===== config.mk =====
export PLATFORM = sky130hd
export DESIGN_NAME = uart_tx_defer
export DESIGN_NICKNAME = d
export VERILOG_FILES = /design/src/rtl/uart_tx_defer_pkg.sv /design/src/rtl/uart_tx_defer_ctrl.sv /design/src/rtl/uart_tx_defer_dp.sv /design/src/rtl/uart_tx_defer.sv
export SDC_FILE = /design/constraint.sdc
export NUM_CORES = 1
export LEC_CHECK = 0
export BUFFER_PORTS_ARGS = -buffer_cell sky130_fd_sc_hd__buf_2
export CAP_MARGIN = 0
export CELL_PAD_IN_SITES_DETAIL_PLACEMENT = 0
export CELL_PAD_IN_SITES_GLOBAL_PLACEMENT = 1
export CORE_UTILIZATION = 45
export DETAILED_ROUTE_END_ITERATION = 12
export GPL_ROUTABILITY_DRIVEN = 0
export PLACE_DENSITY = 0.87
export SYNTH_ARGS = -nofsm -noshare
export SYNTH_HDL_FRONTEND = slang
export SYNTH_SLANG_ARGS = --single-unit

===== constraint.sdc =====
create_clock -name clk -period 5 [get_ports clk]
set_input_delay 0.75 -clock clk [delete_from_list [all_inputs] [get_ports clk]]
set_output_delay 0.75 -clock clk [all_outputs]
set_load 0.1 [all_outputs]

===== src/rtl/uart_tx_defer_pkg.sv =====
package uart_tx_defer_pkg;
  // strobes from control to datapath
  typedef struct packed {
    logic capture;  // buffer takes dataIn
    logic load;     // buffer moves into the shifter
    logic shift;    // one bit period ended
  } txStrobe_t;
endpackage


===== src/rtl/uart_tx_defer_ctrl.sv =====
module uart_tx_defer_ctrl
  import uart_tx_defer_pkg::*;
#(
  parameter int DW  = 8,
  parameter int OVS = 16
) (
  input  logic      clk,
  input  logic      rstN,
  input  logic      ctrlWr,
  input  logic [7:0] ctrlData,
  input  logic      dataWr,
  input  logic      txcClr,
  input  logic      baudTick,
  input  logic      dblSpeed,
  input  logic      globalIe,
  output txStrobe_t stb,
  output logic      busy,
  output logic      txEn,
  output logic      ninthEn,
  output logic      ninthVal,
  output logic      dreFlag,
  output logic      txcFlag,
  output logic      dreIrq,
  output logic      txcIrq,
  output logic      pinOverride
);
  localparam int CW = $clog2(OVS);
  localparam int BW = $clog2(DW + 3);

  logic          txcIe, dreIe, bufFull;
  logic [CW-1:0] tickCnt, lim;
  logic [BW-1:0] bitCnt, frameLast;
  logic          lastTick, bitEnd, frameDone, load, capture;

  assign lim       = dblSpeed ? CW'(OVS / 2 - 1) : CW'(OVS - 1);
  assign lastTick  = baudTick && (tickCnt >= lim);
  assign bitEnd    = busy && lastTick;
  assign frameDone = bitEnd && (bitCnt == frameLast);
  assign load      = bufFull && (!busy || frameDone);
  assign capture   = dataWr && txEn && !bufFull;

  assign stb = '{capture: capture, load: load, shift: bitEnd};

  always_ff @(posedge clk) begin
    if (!rstN) begin
      txcIe <= 1'b0; dreIe <= 1'b0; txEn <= 1'b0;
      ninthEn <= 1'b0; ninthVal <= 1'b0;
    end else if (ctrlWr) begin
      txcIe    <= ctrlData[6];
      dreIe    <= ctrlData[5];
      txEn     <= ctrlData[3];
      ninthEn  <= ctrlData[2];
      ninthVal <= ctrlData[0];
    end
  end

  always_ff @(posedge clk) begin
    if (!rstN) begin
      busy      <= 1'b0;
      bufFull   <= 1'b0;
      tickCnt   <= '0;
      bitCnt    <= '0;
      frameLast <= '0;
      txcFlag   <= 1'b0;
    end else begin
      if (load)           busy <= 1'b1;
      else if (frameDone) busy <= 1'b0;

      if (load)         bufFull <= 1'b0;
      else if (capture) bufFull <= 1'b1;

      if (load)                  tickCnt <= '0;
      else if (busy && baudTick) tickCnt <= lastTick ? '0 : tickCnt + 1'b1;

      if (load) begin
        bitCnt    <= '0;
        frameLast <= ninthEn ? BW'(DW + 2) : BW'(DW + 1);
      end else if (bitEnd) begin
        bitCnt <= bitCnt + 1'b1;
      end

      if (frameDone && !bufFull) txcFlag <= 1'b1;
      else if (load || txcClr)   txcFlag <= 1'b0;
    end
  end

  assign dreFlag     = !bufFull;
  assign dreIrq      = dreIe & globalIe & dreFlag;
  assign txcIrq      = txcIe & globalIe & txcFlag;
  assign pinOverride = txEn | busy | bufFull;
endmodule


===== src/rtl/uart_tx_defer_dp.sv =====
module uart_tx_defer_dp
  import uart_tx_defer_pkg::*;
#(
  parameter int DW = 8
) (
  input  logic          clk,
  input  logic          rstN,
  input  txStrobe_t     stb,
  input  logic [DW-1:0] dataIn,
  input  logic          ninthEn,
  input  logic          ninthVal,
  output logic          txLine
);
  localparam int FW = DW + 3;

  logic [DW-1:0] bufData;
  logic [FW-1:0] shiftReg;

  always_ff @(posedge clk) begin
    if (!rstN) begin
      bufData  <= '0;
      shiftReg <= '1;
    end else begin
      if (stb.capture) bufData <= dataIn;
      if (stb.load)
        shiftReg <= {1'b1, (ninthEn ? ninthVal : 1'b1), bufData, 1'b0};
      else if (stb.shift)
        shiftReg <= {1'b1, shiftReg[FW-1:1]};
    end
  end

  assign txLine = shiftReg[0];
endmodule


===== src/rtl/uart_tx_defer.sv =====
module uart_tx_defer
  import uart_tx_defer_pkg::*;
#(
  parameter int DW  = 8,
  parameter int OVS = 16
) (
  input  logic          clk,
  input  logic          rstN,
  input  logic          ctrlWr,
  input  logic [7:0]    ctrlData,
  input  logic          dataWr,
  input  logic [DW-1:0] dataIn,
  input  logic          txcClr,
  input  logic          baudTick,
  input  logic          dblSpeed,
  input  logic          globalIe,
  output logic          txLine,
  output logic          pinOverride,
  output logic          dreFlag,
  output logic          txcFlag,
  output logic          dreIrq,
  output logic          txcIrq
);
  txStrobe_t stb;
  logic busy, txEnBit, ninthEn, ninthVal;

  uart_tx_defer_ctrl #(.DW(DW), .OVS(OVS)) ctrl_i (
    .clk(clk), .rstN(rstN), .ctrlWr(ctrlWr), .ctrlData(ctrlData),
    .dataWr(dataWr), .txcClr(txcClr), .baudTick(baudTick),
    .dblSpeed(dblSpeed), .globalIe(globalIe), .stb(stb), .busy(busy),
    .txEn(txEnBit), .ninthEn(ninthEn), .ninthVal(ninthVal),
    .dreFlag(dreFlag), .txcFlag(txcFlag), .dreIrq(dreIrq),
    .txcIrq(txcIrq), .pinOverride(pinOverride)
  );

  uart_tx_defer_dp #(.DW(DW)) dp_i (
    .clk(clk), .rstN(rstN), .stb(stb), .dataIn(dataIn),
    .ninthEn(ninthEn), .ninthVal(ninthVal), .txLine(txLine)
  );
endmodule


# Word-level counts from Yosys, hierarchy flattened
# Cells that the tools add are included.
[op_classes]
addsub = 2
mul = 0
div = 0
magnitude_cmp = 1
eq_ne = 1
shifts = 0
n_mux = 10
n_bitwise = 7
n_reduce_logical = 16
[op_table]
columns = ["operator", "n"]
rows = [
  ["$mux W10", 2],
  ["$add A4 B1 Y4 const B", 2],
  ["$logic_and A1 B1 Y1", 8],
  ["$mux W4", 2],
  ["$reduce_bool A2 Y1", 3],
  ["$mux W1", 5],
  ["$and A1 B1 Y1", 4],
  ["$eq A4 B4 Y1", 1],
  ["$ge A4 B4 Y1", 1],
  ["$logic_not A1 Y1", 2],
  ["$logic_or A1 B1 Y1", 2],
  ["$mux W2", 1],
  ["$or A1 B1 Y1", 2],
  ["$reduce_or A2 Y1", 1],
  ["$not A1 Y1", 1],
]
[word_totals]
register_bits = 38
latchBits = 0
mem_bits_rw = 0
rom_bits = 0
inputBits = 24
output_inout_bits = 6
elab_cells = 50
mem_count = 0

# Depth between registers and ports, before layout
[logic_depth]
word_depth = 10
mapped_depth = 6
mapped_depth_nobuf = 5

# By module
# Synthesis repeated with hierarchy kept, for this count alone.
[unflattened]
hier_cells = 166
hier_area_um2 = 1695.4
[modules_own_cells]
columns = ["mod", "instances", "cells_each", "area_per_inst_um2", "seq_area_each_um2"]
rows = [
  ["uart_tx_defer_ctrl", 1, 97, 913.4, 380.4],
  ["uart_tx_defer_dp", 1, 69, 782.0, 360.3],
]

# Worst setup path after synthesis
# No wires, ideal clock.
[synth_timing]
path_kind = "register to output"
start = "register ctrl_i.bufFull"
end = "output dreIrq"
arrival_ns = 1.891
t_required_ns = 4.250
setup_slack_ns = 2.359
stages_incl_launch_ff = 3
n_path_buf = 0
cell_sequence = "dfxtp_1 -> inv_1 -> and3_1"
[synth_between]
elab_chain_cells = 2
[synth_rtl]
columns = ["item", "line_no", "source"]
rows = [
  ["start, declared", "uart_tx_defer_ctrl.sv:30", "logic txcIe, dreIe, bufFull;"],
  ["start signal, assigned", "uart_tx_defer_ctrl.sv:60", "bufFull <= 1'b0;"],
  ["start signal, assigned", "uart_tx_defer_ctrl.sv:69", "if (load) bufFull <= 1'b0;"],
  ["start signal, assigned", "uart_tx_defer_ctrl.sv:70", "else if (capture) bufFull <= 1'b1;"],
  ["$logic_not A1 Y1", "uart_tx_defer_ctrl.sv:87", "assign dreFlag = !bufFull;"],
  ["named net dreFlag", "uart_tx_defer.sv:19", "output logic dreFlag,"],
  ["$and A1 B1 Y1", "uart_tx_defer_ctrl.sv:88", "assign dreIrq = dreIe & globalIe & dreFlag;"],
  ["end, declared", "uart_tx_defer.sv:21", "output logic dreIrq,"],
]
# The timed path passes the listed nets, and every way through them passes these cells.

# Worst setup path in the final report
[layout_timing]
start = "input dblSpeed"
end = "register dp_i.shiftReg[0]"
[layout_between]
elab_chain_cells = 8
word_cells_on_any_way = 9
classes_between = "order compare (1); mux (2); reduce/logical (6)"
[layout_rtl]
columns = ["item", "line_no", "source"]
rows = [
  ["start, declared", "uart_tx_defer.sv:15", "input logic dblSpeed,"],
  ["$mux W4 (*)", "uart_tx_defer_ctrl.sv:35", "assign lim = dblSpeed ? CW'(OVS / 2 - 1) : CW'(OVS - 1);"],
  ["$ge A4 B4 Y1 (*)", "uart_tx_defer_ctrl.sv:36", "assign lastTick = baudTick && (tickCnt >= lim);"],
  ["$logic_and A1 B1 Y1 (*)", "uart_tx_defer_ctrl.sv:36", ""],
  ["$logic_and A1 B1 Y1 (*)", "uart_tx_defer_ctrl.sv:37", "assign bitEnd = busy && lastTick;"],
  ["$logic_and A1 B1 Y1", "uart_tx_defer_ctrl.sv:38", "assign frameDone = bitEnd && (bitCnt == frameLast);"],
  ["$logic_or A1 B1 Y1", "uart_tx_defer_ctrl.sv:39", "assign load = bufFull && (!busy || frameDone);"],
  ["$logic_and A1 B1 Y1", "uart_tx_defer_ctrl.sv:39", ""],
  ["$mux W10 or $reduce_bool A2 Y1 (tied branches)", "-", ""],
  ["end signal, assigned", "uart_tx_defer_dp.sv:26", "shiftReg <= {1'b1, (ninthEn ? ninthVal : 1'b1), bufData, 1'b0};"],
  ["end signal, assigned", "uart_tx_defer_dp.sv:28", "shiftReg <= {1'b1, shiftReg[FW-1:1]};"],
  ["end, declared", "uart_tx_defer_dp.sv:17", "logic [FW-1:0] shiftReg;"],
]
# Every way passes the cells marked *; elsewhere a longest branch is shown, timed or not.
# A chain may end at the register's enable or synchronous reset.

==> flow_summary.ini <==
[outcome]
outcome = finished clean

[timing]
finalSetupViolCount = 0
tightest_slew_ns = 0.918
final-hold-violation-count = 0
clock_skew_ns = 0.00340
timing.setup.tns_ns = 0
rsz0062_at_grt = no
max_freq_mhz = 420
fin_crit_sh_pct = 47.6
post-route-min-period_ns = 2.38
relSlewSlack_pct = 38.7
drv_slew = 0

[clock_tree]
post_cts_buffers = 0
clock_latency_ns = 0.27
htreeDepth = 2
cts_sinks = 37
cts_root_buf = clkbuf_8
path_clk_slew_ns = 0.07
clock_path_buffers = 2
numCtsBuffers = 5
cts_tree = done
cts.hold.buffers_added = 0
cts-resized-gates = 0

[setup_path]
cp.arrival_ns = 2.51
crit_fanout = 17
r2r_start = ctrl_i.tickCnt[0]
endpoint_kind = flip-flop
crit_type = in2reg
start_kind = input port
cp.required_ns = 5.12
critical_path.startpoint = dblSpeed

[global_route]
grt_usage_pct = 16.6
grt_pass1_wl_um = 5220
grt_pass1_vias = 1183
grt_overflow = 0
antenna_found_initial = 0
grt_max_degree = 33

[drt]
antenna_left = 0
wl_per_cell_um = 12.6
first_pass_iters = 4
via_per_inst = 5.17
drt-total-wl_um = 3040
vias = 1245
drc = 0
initialDrtViolationCount = 62

[cells_and_area]
nNetsFinal = 222
area_growth_syn_to_layout_pct = 13.6
design_area_mm2 = 0.00192
diodes = 0
post-route-util_pct = 55.2
drive_gt1_share_pct = 21.5
fin_cells = 241

[yosys]
yosysSeqAreaShare_pct = 43.9
synthesis.nets = 198
yosys.area.top_type = dfxtp_1
synth_top_area_share_pct = 43.9
yosysWarnings = 0
synth_edf_count = 0
ys_async_sr_fraction_pct = 0
synth_flop_cell = dfxtp_1
synthCells = 171
synth.top_cells.by_area = dfxtp_1 (44%), mux2i_1 (15%), nor2_1 (6.5%)
ys_seq_elements = 37
synth_cell_types = 36
synth_commonest_cells = dfxtp_1 (37), nor2_1 (29), mux2i_1 (25)
synth_most_common_cell = dfxtp_1
syn_avg_cell_area_um2 = 9.86
syn_area_mm2 = 0.00169

[floorplanning]
initial_core_util_pct = 48.6
dieArea_mm2 = 0.00400
io_pins = 30
rows = 21
core_area_mm2 = 0.00347
die_width_um = 63.2
die-height_um = 63.2

[hold_path]
hold_start = ctrl_i.frameLast[0]
hold_class = reg2reg

[pwr]
powerDensity_mw_per_mm2 = 301
ir_drop_uv = 183
p_leak_uw = 0.000866

[placed_design]
place_area_mm2 = 0.00183
hpwl_um = 2160
placedCellCount = 234
port-buffer-count = 26

[job]
drv_cap = 0
power breakdown:
group	internal, uW	switching (uW)	total, uW
combinational	22.6	40.1	62.7
clock	109	92.4	202
sequential	305	6.34	312
routing by layer:
metal,routed length (um),global-route usage [%]
met4,17,5.97
met3,82,4.35
met5,0,0
met1,1490,22.1
met2,1450,25.7
layout make-up:
type                    count  area [um2]
clock buffers               7        86.3
fillers                   336        1550
inverters                   2        7.51
multi-input cells         123         893
flip-flops and latches     37         741
well taps                  46        57.6
repair buffers             26         130
registers in the layout, summed over array words and instances, names as in the netlist:
name / flops
dp_i.shiftReg: 10
dp_i.bufData: 8
ctrl_i.bitCnt: 4
ctrl_i.tickCnt: 4
ctrl_i.frameLast: 3
ctrl_i.bufFull: 1
ctrl_i.busy: 1
ctrl_i.dreIe: 1
ctrl_i.ninthEn: 1
ctrl_i.ninthVal: 1
ctrl_i.txEn: 1
ctrl_i.txcFlag: 1
ctrl_i.txcIe: 1
through the flow:
step                      hold WS (ns)  power, uW  worst slack [ns]
final                            0.474        576              2.62
after global routing             0.511        604              2.52
after CTS                        0.478        585              2.59
after detailed placement         0.465        381              2.27
after global placement           0.460        379              2.36
after floorplan                  0.446        366              2.36
final timing paths:
path                                            end  slack (ns)  cells after the start
worst max register to register     dp_i.shiftReg[0]        2.86                      5
worst min-delay path            ctrl_i.frameLast[0]        0.47                      2
worst min register to register  ctrl_i.frameLast[0]        0.47                      2
worst max-delay path               dp_i.shiftReg[0]        2.62                      6
cell families (layout without fill, tap and decap cells):
family	count (synthesis)	count (layout)	share of synthesized area [%]
compound gates	23	23	10.7
xor+xnor	7	7	4.53
fa+ha+maj	3	3	2.23
buf+inv	11	35	3.12
flops	37	37	43.9
mux	25	25	14.8
simple gates	65	65	20.7
critical path, stage by stage:
cell	delay, ns
buf_2	0.10
ha_1	0.30
a31o_4	0.24
nand2_4	0.16
o21ai_2	0.73
o21ai_0	0.21
cells in the final DEF, fill, tap and decap left out:
cell type,instances
clkbuf_1,1
xor2_1,4
a31oi_1,1
ha_1,3
nand3b_1,1
nand2_4,1
nor2_1,29
and2_2,1
nand4_1,1
nand2b_1,3
a21oi_1,5
dfxtp_1,37
or4_4,1
a31o_4,1
o21ai_2,1
nor3_1,2
nand3_1,5
nand4bb_4,1
nand4b_1,1
o21a_1,1
o32ai_2,1
a21boi_0,1
o41ai_1,1
o21ai_0,2
and3_1,10
buf_2,26
or3_1,1
a211oi_1,8
xnor2_2,2
nor3b_1,2
xnor2_1,1
clkbuf_8,6
mux2i_1,25
inv_1,2
nand2_1,6
o211ai_2,1
No activity file was read; power rests on OpenSTA's default activity.
